==> src/rtl/irq_rst_pkg.sv <==
package irq_rst_pkg;

   localparam int OPC_W = 8;
   localparam int VEC_W = 3;

   typedef enum logic [1:0] {
      SEQ_RUN  = 2'd0,
      SEQ_ACK  = 2'd1,
      SEQ_CALL = 2'd2
   } seq_state_t;

   function automatic logic [OPC_W-1:0] rst_opcode(input logic [VEC_W-1:0] n);
      return {2'b11, n, 3'b111};
   endfunction

   function automatic logic is_rst(input logic [OPC_W-1:0] b);
      return (b[7:6] == 2'b11) && (b[2:0] == 3'b111);
   endfunction

   function automatic logic [VEC_W-1:0] rst_num(input logic [OPC_W-1:0] b);
      return b[5:3];
   endfunction

endpackage

==> src/rtl/irq_enable_ctl.sv <==
module irq_enable_ctl #(
   parameter bit EI_DELAY = 1'b1
) (
   input  logic clk,
   input  logic rst,
   input  logic boundary,
   input  logic cmd_ei,
   input  logic cmd_di,
   input  logic accept,
   output logic inte,
   output logic en_eff
);

   logic inte_q;
   logic arm_q;

   generate
      if (EI_DELAY) begin : g_delayed
         // an enable retiring now arms; the flag rises one boundary later
         always_ff @(posedge clk) begin
            if (rst) begin
               inte_q <= 1'b0;
               arm_q  <= 1'b0;
            end else if (accept) begin
               inte_q <= 1'b0;
               arm_q  <= 1'b0;
            end else if (boundary) begin
               if (cmd_di) begin
                  inte_q <= 1'b0;
                  arm_q  <= 1'b0;
               end else begin
                  inte_q <= inte_q | arm_q;
                  arm_q  <= cmd_ei;
               end
            end
         end
         assign en_eff = (inte_q | arm_q) & ~cmd_di;

         a_r3_ei_late : assert property (@(posedge clk) disable iff (rst)
            (boundary && cmd_ei && !cmd_di && !inte_q && !arm_q) |=> !inte_q);
      end else begin : g_immediate
         always_ff @(posedge clk) begin
            if (rst) begin
               inte_q <= 1'b0;
            end else if (accept) begin
               inte_q <= 1'b0;
            end else if (boundary) begin
               if (cmd_di)      inte_q <= 1'b0;
               else if (cmd_ei) inte_q <= 1'b1;
            end
         end
         assign arm_q  = 1'b0;
         assign en_eff = inte_q & ~cmd_di;
      end
   endgenerate

   assign inte = inte_q;

   a_r4_di_clears : assert property (@(posedge clk) disable iff (rst)
      (boundary && cmd_di) |=> !inte_q);

   a_r6_accept_clears : assert property (@(posedge clk) disable iff (rst)
      accept |=> !inte_q);

   a_r10_hold_keeps : assert property (@(posedge clk) disable iff (rst)
      (!boundary && !accept) |=> ($stable(inte_q) && $stable(arm_q)));

endmodule

==> src/rtl/irq_accept_seq.sv <==
module irq_accept_seq
   import irq_rst_pkg::*;
(
   input  logic             clk,
   input  logic             rst,
   input  logic             instr_done,
   input  logic             irq_req,
   input  logic             en_eff,
   input  logic [OPC_W-1:0] dev_byte,
   output logic             boundary,
   output logic             accept,
   output logic             inta,
   output logic             hold,
   output logic             call_fire,
   output logic [VEC_W-1:0] call_vec
);

   seq_state_t       state_q;
   seq_state_t       state_d;
   logic [OPC_W-1:0] opc_q;

   assign boundary = instr_done && (state_q == SEQ_RUN);
   assign accept   = boundary && irq_req && en_eff;

   always_comb begin
      state_d = state_q;
      unique case (state_q)
         SEQ_RUN:  if (accept) state_d = SEQ_ACK;
         SEQ_ACK:  state_d = SEQ_CALL;
         SEQ_CALL: state_d = SEQ_RUN;
         default:  state_d = SEQ_RUN;
      endcase
   end

   always_ff @(posedge clk) begin
      if (rst) begin
         state_q <= SEQ_RUN;
         opc_q   <= '0;
      end else begin
         state_q <= state_d;
         if (state_q == SEQ_ACK) opc_q <= dev_byte;
      end
   end

   assign inta      = (state_q == SEQ_ACK);
   assign hold      = (state_q != SEQ_RUN);
   assign call_fire = (state_q == SEQ_CALL) && is_rst(opc_q);
   assign call_vec  = rst_num(opc_q);

   a_r6_inta_single : assert property (@(posedge clk) disable iff (rst)
      inta |=> !inta);

   a_r6_inta_after_accept : assert property (@(posedge clk) disable iff (rst)
      accept |=> inta);

   a_r8_call_follows : assert property (@(posedge clk) disable iff (rst)
      inta |=> call_fire);

   a_r9_hold_ends : assert property (@(posedge clk) disable iff (rst)
      call_fire |=> !hold);

endmodule

==> src/rtl/irq_dev_responder.sv <==
module irq_dev_responder
   import irq_rst_pkg::*;
#(
   parameter bit             VEC_FIXED = 1'b0,
   parameter int unsigned    FIXED_VEC = 0
) (
   input  logic             inta,
   input  logic [VEC_W-1:0] dev_vec,
   output logic [OPC_W-1:0] data_bus
);

   logic [VEC_W-1:0] vec_sel;

   generate
      if (VEC_FIXED) begin : g_fixed
         assign vec_sel = VEC_W'(FIXED_VEC);
      end else begin : g_port
         assign vec_sel = dev_vec;
      end
   endgenerate

   assign data_bus = inta ? rst_opcode(vec_sel) : '0;

endmodule

==> src/rtl/irq_pc_unit.sv <==
module irq_pc_unit #(
   parameter int unsigned ADDR_W     = 16,
   parameter int unsigned LEN_W      = 2,
   parameter int unsigned VEC_W      = 3,
   parameter int unsigned SLOT_SHIFT = 3
) (
   input  logic              clk,
   input  logic              rst,
   input  logic              boundary,
   input  logic [LEN_W-1:0]  instr_len,
   input  logic              call_fire,
   input  logic [VEC_W-1:0]  call_vec,
   output logic [ADDR_W-1:0] pc
);

   localparam int unsigned BASE_BITS = SLOT_SHIFT + VEC_W;

   logic [ADDR_W-1:0] pc_q;
   logic [ADDR_W-1:0] target;

   assign target = ADDR_W'(call_vec) << SLOT_SHIFT;

   always_ff @(posedge clk) begin
      if (rst)            pc_q <= '0;
      else if (call_fire) pc_q <= target;
      else if (boundary)  pc_q <= pc_q + ADDR_W'(instr_len);
   end

   assign pc = pc_q;

   a_r9_slot_base : assert property (@(posedge clk) disable iff (rst)
      call_fire |=> ((pc_q[SLOT_SHIFT-1:0] == '0) && ((pc_q >> BASE_BITS) == '0)));

   a_r8_pc_frozen : assert property (@(posedge clk) disable iff (rst)
      (!boundary && !call_fire) |=> $stable(pc_q));

endmodule

==> src/rtl/irq_restart_unit.sv <==
module irq_restart_unit
   import irq_rst_pkg::*;
#(
   parameter int unsigned ADDR_W     = 16,
   parameter int unsigned LEN_W      = 2,
   parameter int unsigned SLOT_BYTES = 8,
   parameter bit          EI_DELAY   = 1'b1,
   parameter bit          VEC_FIXED  = 1'b0,
   parameter int unsigned FIXED_VEC  = 0
) (
   input  logic              clk,
   input  logic              rst,
   input  logic              instr_done,
   input  logic [LEN_W-1:0]  instr_len,
   input  logic              cmd_ei,
   input  logic              cmd_di,
   input  logic              irq_req,
   input  logic [2:0]        dev_vec,
   output logic              inta,
   output logic [7:0]        data_bus,
   output logic              inte,
   output logic              core_hold,
   output logic [ADDR_W-1:0] pc,
   output logic              push_valid,
   output logic [ADDR_W-1:0] push_addr
);

   localparam int unsigned SLOT_SHIFT = $clog2(SLOT_BYTES);

   generate
      if ((1 << SLOT_SHIFT) != SLOT_BYTES) begin : g_bad_slot
         $error("SLOT_BYTES must be a power of two");
      end
      if (ADDR_W < SLOT_SHIFT + VEC_W) begin : g_bad_addr
         $error("ADDR_W too narrow for the restart area");
      end
      if (FIXED_VEC >= (1 << VEC_W)) begin : g_bad_vec
         $error("FIXED_VEC out of range");
      end
      if (SLOT_SHIFT < 1) begin : g_bad_shift
         $error("SLOT_BYTES must be at least 2");
      end
   endgenerate

   logic             boundary;
   logic             accept;
   logic             en_eff;
   logic             call_fire;
   logic [VEC_W-1:0] call_vec;

   irq_enable_ctl #(
      .EI_DELAY (EI_DELAY)
   ) u_enable (
      .clk      (clk),
      .rst      (rst),
      .boundary (boundary),
      .cmd_ei   (cmd_ei),
      .cmd_di   (cmd_di),
      .accept   (accept),
      .inte     (inte),
      .en_eff   (en_eff)
   );

   irq_accept_seq u_seq (
      .clk        (clk),
      .rst        (rst),
      .instr_done (instr_done),
      .irq_req    (irq_req),
      .en_eff     (en_eff),
      .dev_byte   (data_bus),
      .boundary   (boundary),
      .accept     (accept),
      .inta       (inta),
      .hold       (core_hold),
      .call_fire  (call_fire),
      .call_vec   (call_vec)
   );

   irq_dev_responder #(
      .VEC_FIXED (VEC_FIXED),
      .FIXED_VEC (FIXED_VEC)
   ) u_resp (
      .inta     (inta),
      .dev_vec  (dev_vec),
      .data_bus (data_bus)
   );

   irq_pc_unit #(
      .ADDR_W     (ADDR_W),
      .LEN_W      (LEN_W),
      .VEC_W      (VEC_W),
      .SLOT_SHIFT (SLOT_SHIFT)
   ) u_pc (
      .clk       (clk),
      .rst       (rst),
      .boundary  (boundary),
      .instr_len (instr_len),
      .call_fire (call_fire),
      .call_vec  (call_vec),
      .pc        (pc)
   );

   assign push_valid = call_fire;
   assign push_addr  = pc;

   a_r7_bus_quiet : assert property (@(posedge clk) disable iff (rst)
      !inta |-> (data_bus == 8'h00));

   a_r7_bus_restart : assert property (@(posedge clk) disable iff (rst)
      inta |-> ((data_bus[7:6] == 2'b11) && (data_bus[2:0] == 3'b111)));

   a_r6_inte_low_in_ack : assert property (@(posedge clk) disable iff (rst)
      inta |-> !inte);

   a_r8_push_pc_held : assert property (@(posedge clk) disable iff (rst)
      inta |=> (push_addr == $past(pc)));

endmodule

==> config.mk <==
export PLATFORM = sky130hd
export DESIGN_NAME = irq_restart_unit
export DESIGN_NICKNAME = d
export VERILOG_FILES = /design/src/rtl/irq_rst_pkg.sv /design/src/rtl/irq_enable_ctl.sv /design/src/rtl/irq_accept_seq.sv /design/src/rtl/irq_dev_responder.sv /design/src/rtl/irq_pc_unit.sv /design/src/rtl/irq_restart_unit.sv
export SDC_FILE = /design/constraint.sdc
export NUM_CORES = 1
export LEC_CHECK = 0
export ABC_AREA = 1
export ABC_CLOCK_PERIOD_IN_PS = 4800
export BUFFER_PORTS_ARGS = -buffer_cell sky130_fd_sc_hd__buf_2
export CAP_MARGIN = 30
export CORE_ASPECT_RATIO = 1.75
export CORE_MARGIN = 4
export CORE_UTILIZATION = 45
export CTS_BUF_LIST = sky130_fd_sc_hd__clkbuf_4 sky130_fd_sc_hd__clkbuf_8
export DETAILED_ROUTE_END_ITERATION = 8
export HOLD_SLACK_MARGIN = 0.02
export PLACE_DENSITY = 0.86
export RECOVER_POWER = 100
export SLEW_MARGIN = 40
export SYNTH_ARGS = -nofsm -noshare
export SYNTH_HDL_FRONTEND = slang
export SYNTH_SLANG_ARGS = --single-unit
==> constraint.sdc <==
create_clock -name clk -period 4.8 [get_ports clk]
set_input_delay 0.24 -clock clk [delete_from_list [all_inputs] [get_ports clk]]
set_output_delay 0.24 -clock clk [all_outputs]
set_load 0.05 [all_outputs]
==> results.py <==
metrics = {
    "die": {
        "die_y_um": 82.4,
        "floorplan.initialDensity_pct": 47.5,
        "num_io_pins": 55,
        "die_width_um": 50.5,
        "core-area_um2": 2990,
        "die-area_um2": 4160,
        "rows": 26,
    },
    "yosys": {
        "synth_warnings": 0,
        "synthesis.nets": 218,
        "mappedNetlistArea_um2": 1420,
        "ys_seq_elements": 24,
        "syn_avg_cell_area_um2": 6.97,
        "synth_enable_flop_cells": 0,
        "synth_top_cells_by_area": "dfxtp_1 (34%), buf_4 (11%), nand2_1 (11%)",
        "synthDominantCellAreaShare_pct": 33.8,
        "yosys.area.top_type": "dfxtp_1",
        "synth_flop_cell": "dfxtp_1",
        "async_reset_ff_share_pct": 0,
        "synthCells": 204,
        "synth.lib_cells_used.distinct": 26,
        "yosysMostFrequentCell": "nand2_1",
        "synth_seq_area_share_pct": 33.8,
        "synthTopCellsByCount": "nand2_1 (42), inv_1 (30), dfxtp_1 (24)",
    },
    "power_and_ir_drop": {
        "power_per_cell_area_nw_per_um2": 251,
        "leakage_nw": 0.698,
        "ir_worst_vdd_v": 0.000176,
    },
    "routing": {
        "route.vias.total": 1334,
        "avgViaCountPerCell": 4.75,
        "wire_per_inst_um": 10.7,
        "wl_mm": 3.02,
        "dr.pass1.iters": 4,
        "remaining_drc_errors": 0,
        "drt-initial-drc-count": 16,
        "antenna_left": 0,
    },
    "worst_setup_path": {
        "critPathLaunchType": "flip-flop",
        "cp_data_arrival_time_ns": 1.80,
        "crit_path_top_delay_cell": "clkbuf_1",
        "critical_path.n_buffers_inverters": 3,
        "crit_path_max_fanout": 11,
        "critPathMostFrequentCell": "inv_1",
        "timing.critical_path.cells": "inv_1 > nor2_1 > nand2_1 > inv_1 > clkbuf_1",
        "crit_path_max_delay_family": "buffers and inverters",
        "cpPeakStageDelay_ns": 0.47,
        "worst_setup_path_end_kind": "output port",
        "path_class": "reg -> out",
        "required_ns": 4.56,
    },
    "sta": {
        "max_slew_margin_pct": 59.4,
        "hold_viol": 0,
        "period_minus_slack_ns": 2.04,
        "timing_limited_maximum_frequency_mhz": 490,
        "rsz0062_at_grt": "false",
        "final.setup.tns_ns": 0,
        "setup_viol": 0,
        "finClkSkew_ns": 0.00224,
        "whs_ns": 0.206,
        "finalMaxSlewViolations": 0,
        "min_period_over_period_pct": 42.5,
        "worst_slew_pin_slew_ns": 0.611,
    },
    "clock_tree": {
        "clk-insertion-delay-late_ns": 0.27,
        "post_cts.resized_instances": 0,
        "cts.hold.buffers_added": 0,
        "cts_setup_buffers": 0,
        "htree_levels": 1,
        "cts.clk_slew.worst_paths_ns": 0.08,
        "numClockSinks": 24,
        "max-clock-path-buffers": 2,
        "numCtsBuffers": 3,
        "tritoncts": "yes",
        "cts_root_buffer": "clkbuf_8",
    },
    "layout": {
        "final_design_area_no_fill_um2": 1550,
        "antenna_cells": 0,
        "multi_input_comb_area_um2": 623,
        "number_of_filler_cells_placed_in_the_layout": 337,
        "final_net_count": 254,
        "sequential_cell_area_um2": 480,
        "post_route_cells_drive_above_1_share_pct": 10.0,
        "layout-area-overhead-vs-synth_pct": 9.23,
        "finalNonFillerCells": 281,
    },
    "status": {
        "outcome": "finished, final reports clean",
    },
    "global_route": {
        "grt_pass1_wl_mm": 4.89,
        "number_of_global_route_vias_before_repair": 1198,
        "initial_antenna_violation_count": 0,
        "grt_start_max_net_pins": 14,
        "track_usage_pct": 15.2,
        "grt_total_ovfl": 0,
    },
    "flow_run": {
        "max-cap-violations": 0,
    },
    "place": {
        "placedCellCount": 277,
        "port-buffer-count": 54,
        "placed_cell_area_um2": 1580,
        "place_congestion": 0.840,
        "place_hpwl_mm": 2.42,
    },
    "min_path": {
        "worst_hold_path_class": "in -> reg",
    },
}
## worst min-delay path, delay by kind of cell
kind / cells / cell delay [ns]
buf+inv: 1 / 0.07
simple gates: 2 / 0.13
## sequential cells by signal, summed over array words and instances, names as in the netlist
signal          count
u_enable.arm_q      1
u_enable.inte       1
u_pc.pc            16
u_seq.opc_q         4
u_seq.state_q       2
## power breakdown
| group | switching (mW) | internal, mW | leakage [nW] | total (mW) |
|---|---|---|---|---|
| logic | 0.0346 | 0.0111 | 0.475 | 0.0457 |
| clock network | 0.0657 | 0.0733 | 0.0288 | 0.139 |
| registers | 0.00325 | 0.202 | 0.194 | 0.205 |
## layer usage
| layer | global-route usage [%] | vias up | wire [µm] |
|---|---|---|---|
| met5 | 0 | - | 0 |
| met1 | 14.5 | 598 | 1170 |
| met3 | 3.05 | 7 | 174 |
| met4 | 8.89 | 0 | 70 |
| li1 | - | 685 | - |
| met2 | 29.5 | 44 | 1600 |
## placed cells by master, fill, tap and decap left out, types with 2 or more instances in the layout
cell type,instances
clkbuf_1,44
nand2_1,42
inv_1,33
dfxtp_1,24
nor2_1,23
a21oi_1,15
nand3_1,13
buf_2,10
nand4_1,5
o21ai_0,5
clkbuf_8,4
nor2_2,3
nand2_4,3
o21ai_1,2
a31oi_1,2
nor3_1,2
ha_1,2
## layout make-up
cell class              instances  share of cell area (%)
clock buffers                   4                    3.54
well taps                      42                    3.38
repair buffers                 54                    13.8
inverters                      34                    8.21
flip-flops and latches         24                    30.9
multi-input cells             123                    40.1
## path summary, 6_finish.rpt
| path | startpoint | end | slack, ns | depth (start not counted) |
|---|---|---|---|---|
| min reg2reg | u_seq.opc_q[5] | u_seq.opc_q[5] | 0.46 | 2 |
| max reg2reg | u_pc.pc[0] | u_pc.pc[6] | 2.89 | 9 |
| min | irq_req | u_seq.state_q[0] | 0.21 | 3 |
| max | u_seq.state_q[0] | data_bus[5] | 2.76 | 5 |
## stage by stage
stage | util, % | setup WS, ns | total power, mW
finish | 51.9 | 2.76 | 0.390
global route | 51.9 | 2.52 | 0.405
detailed placement | 52.8 | 3.02 | 0.258
floorplan | - | 2.72 | 0.248
CTS | 54.6 | 2.98 | 0.394
global placement | 52.8 | 3.08 | 0.257
## logic make-up after synthesis
logic type / Yosys count / synth area share, %
xor gates and xnor gates: 1 / 0.616
buffers and inverters: 57 / 20.7
DFF: 24 / 33.8
adders and majority gates: 3 / 3.17
AOI/OAI and AO/OA: 24 / 8.62
and+or+nand+nor: 95 / 33.2
Power figures use the tool's default switching activity.
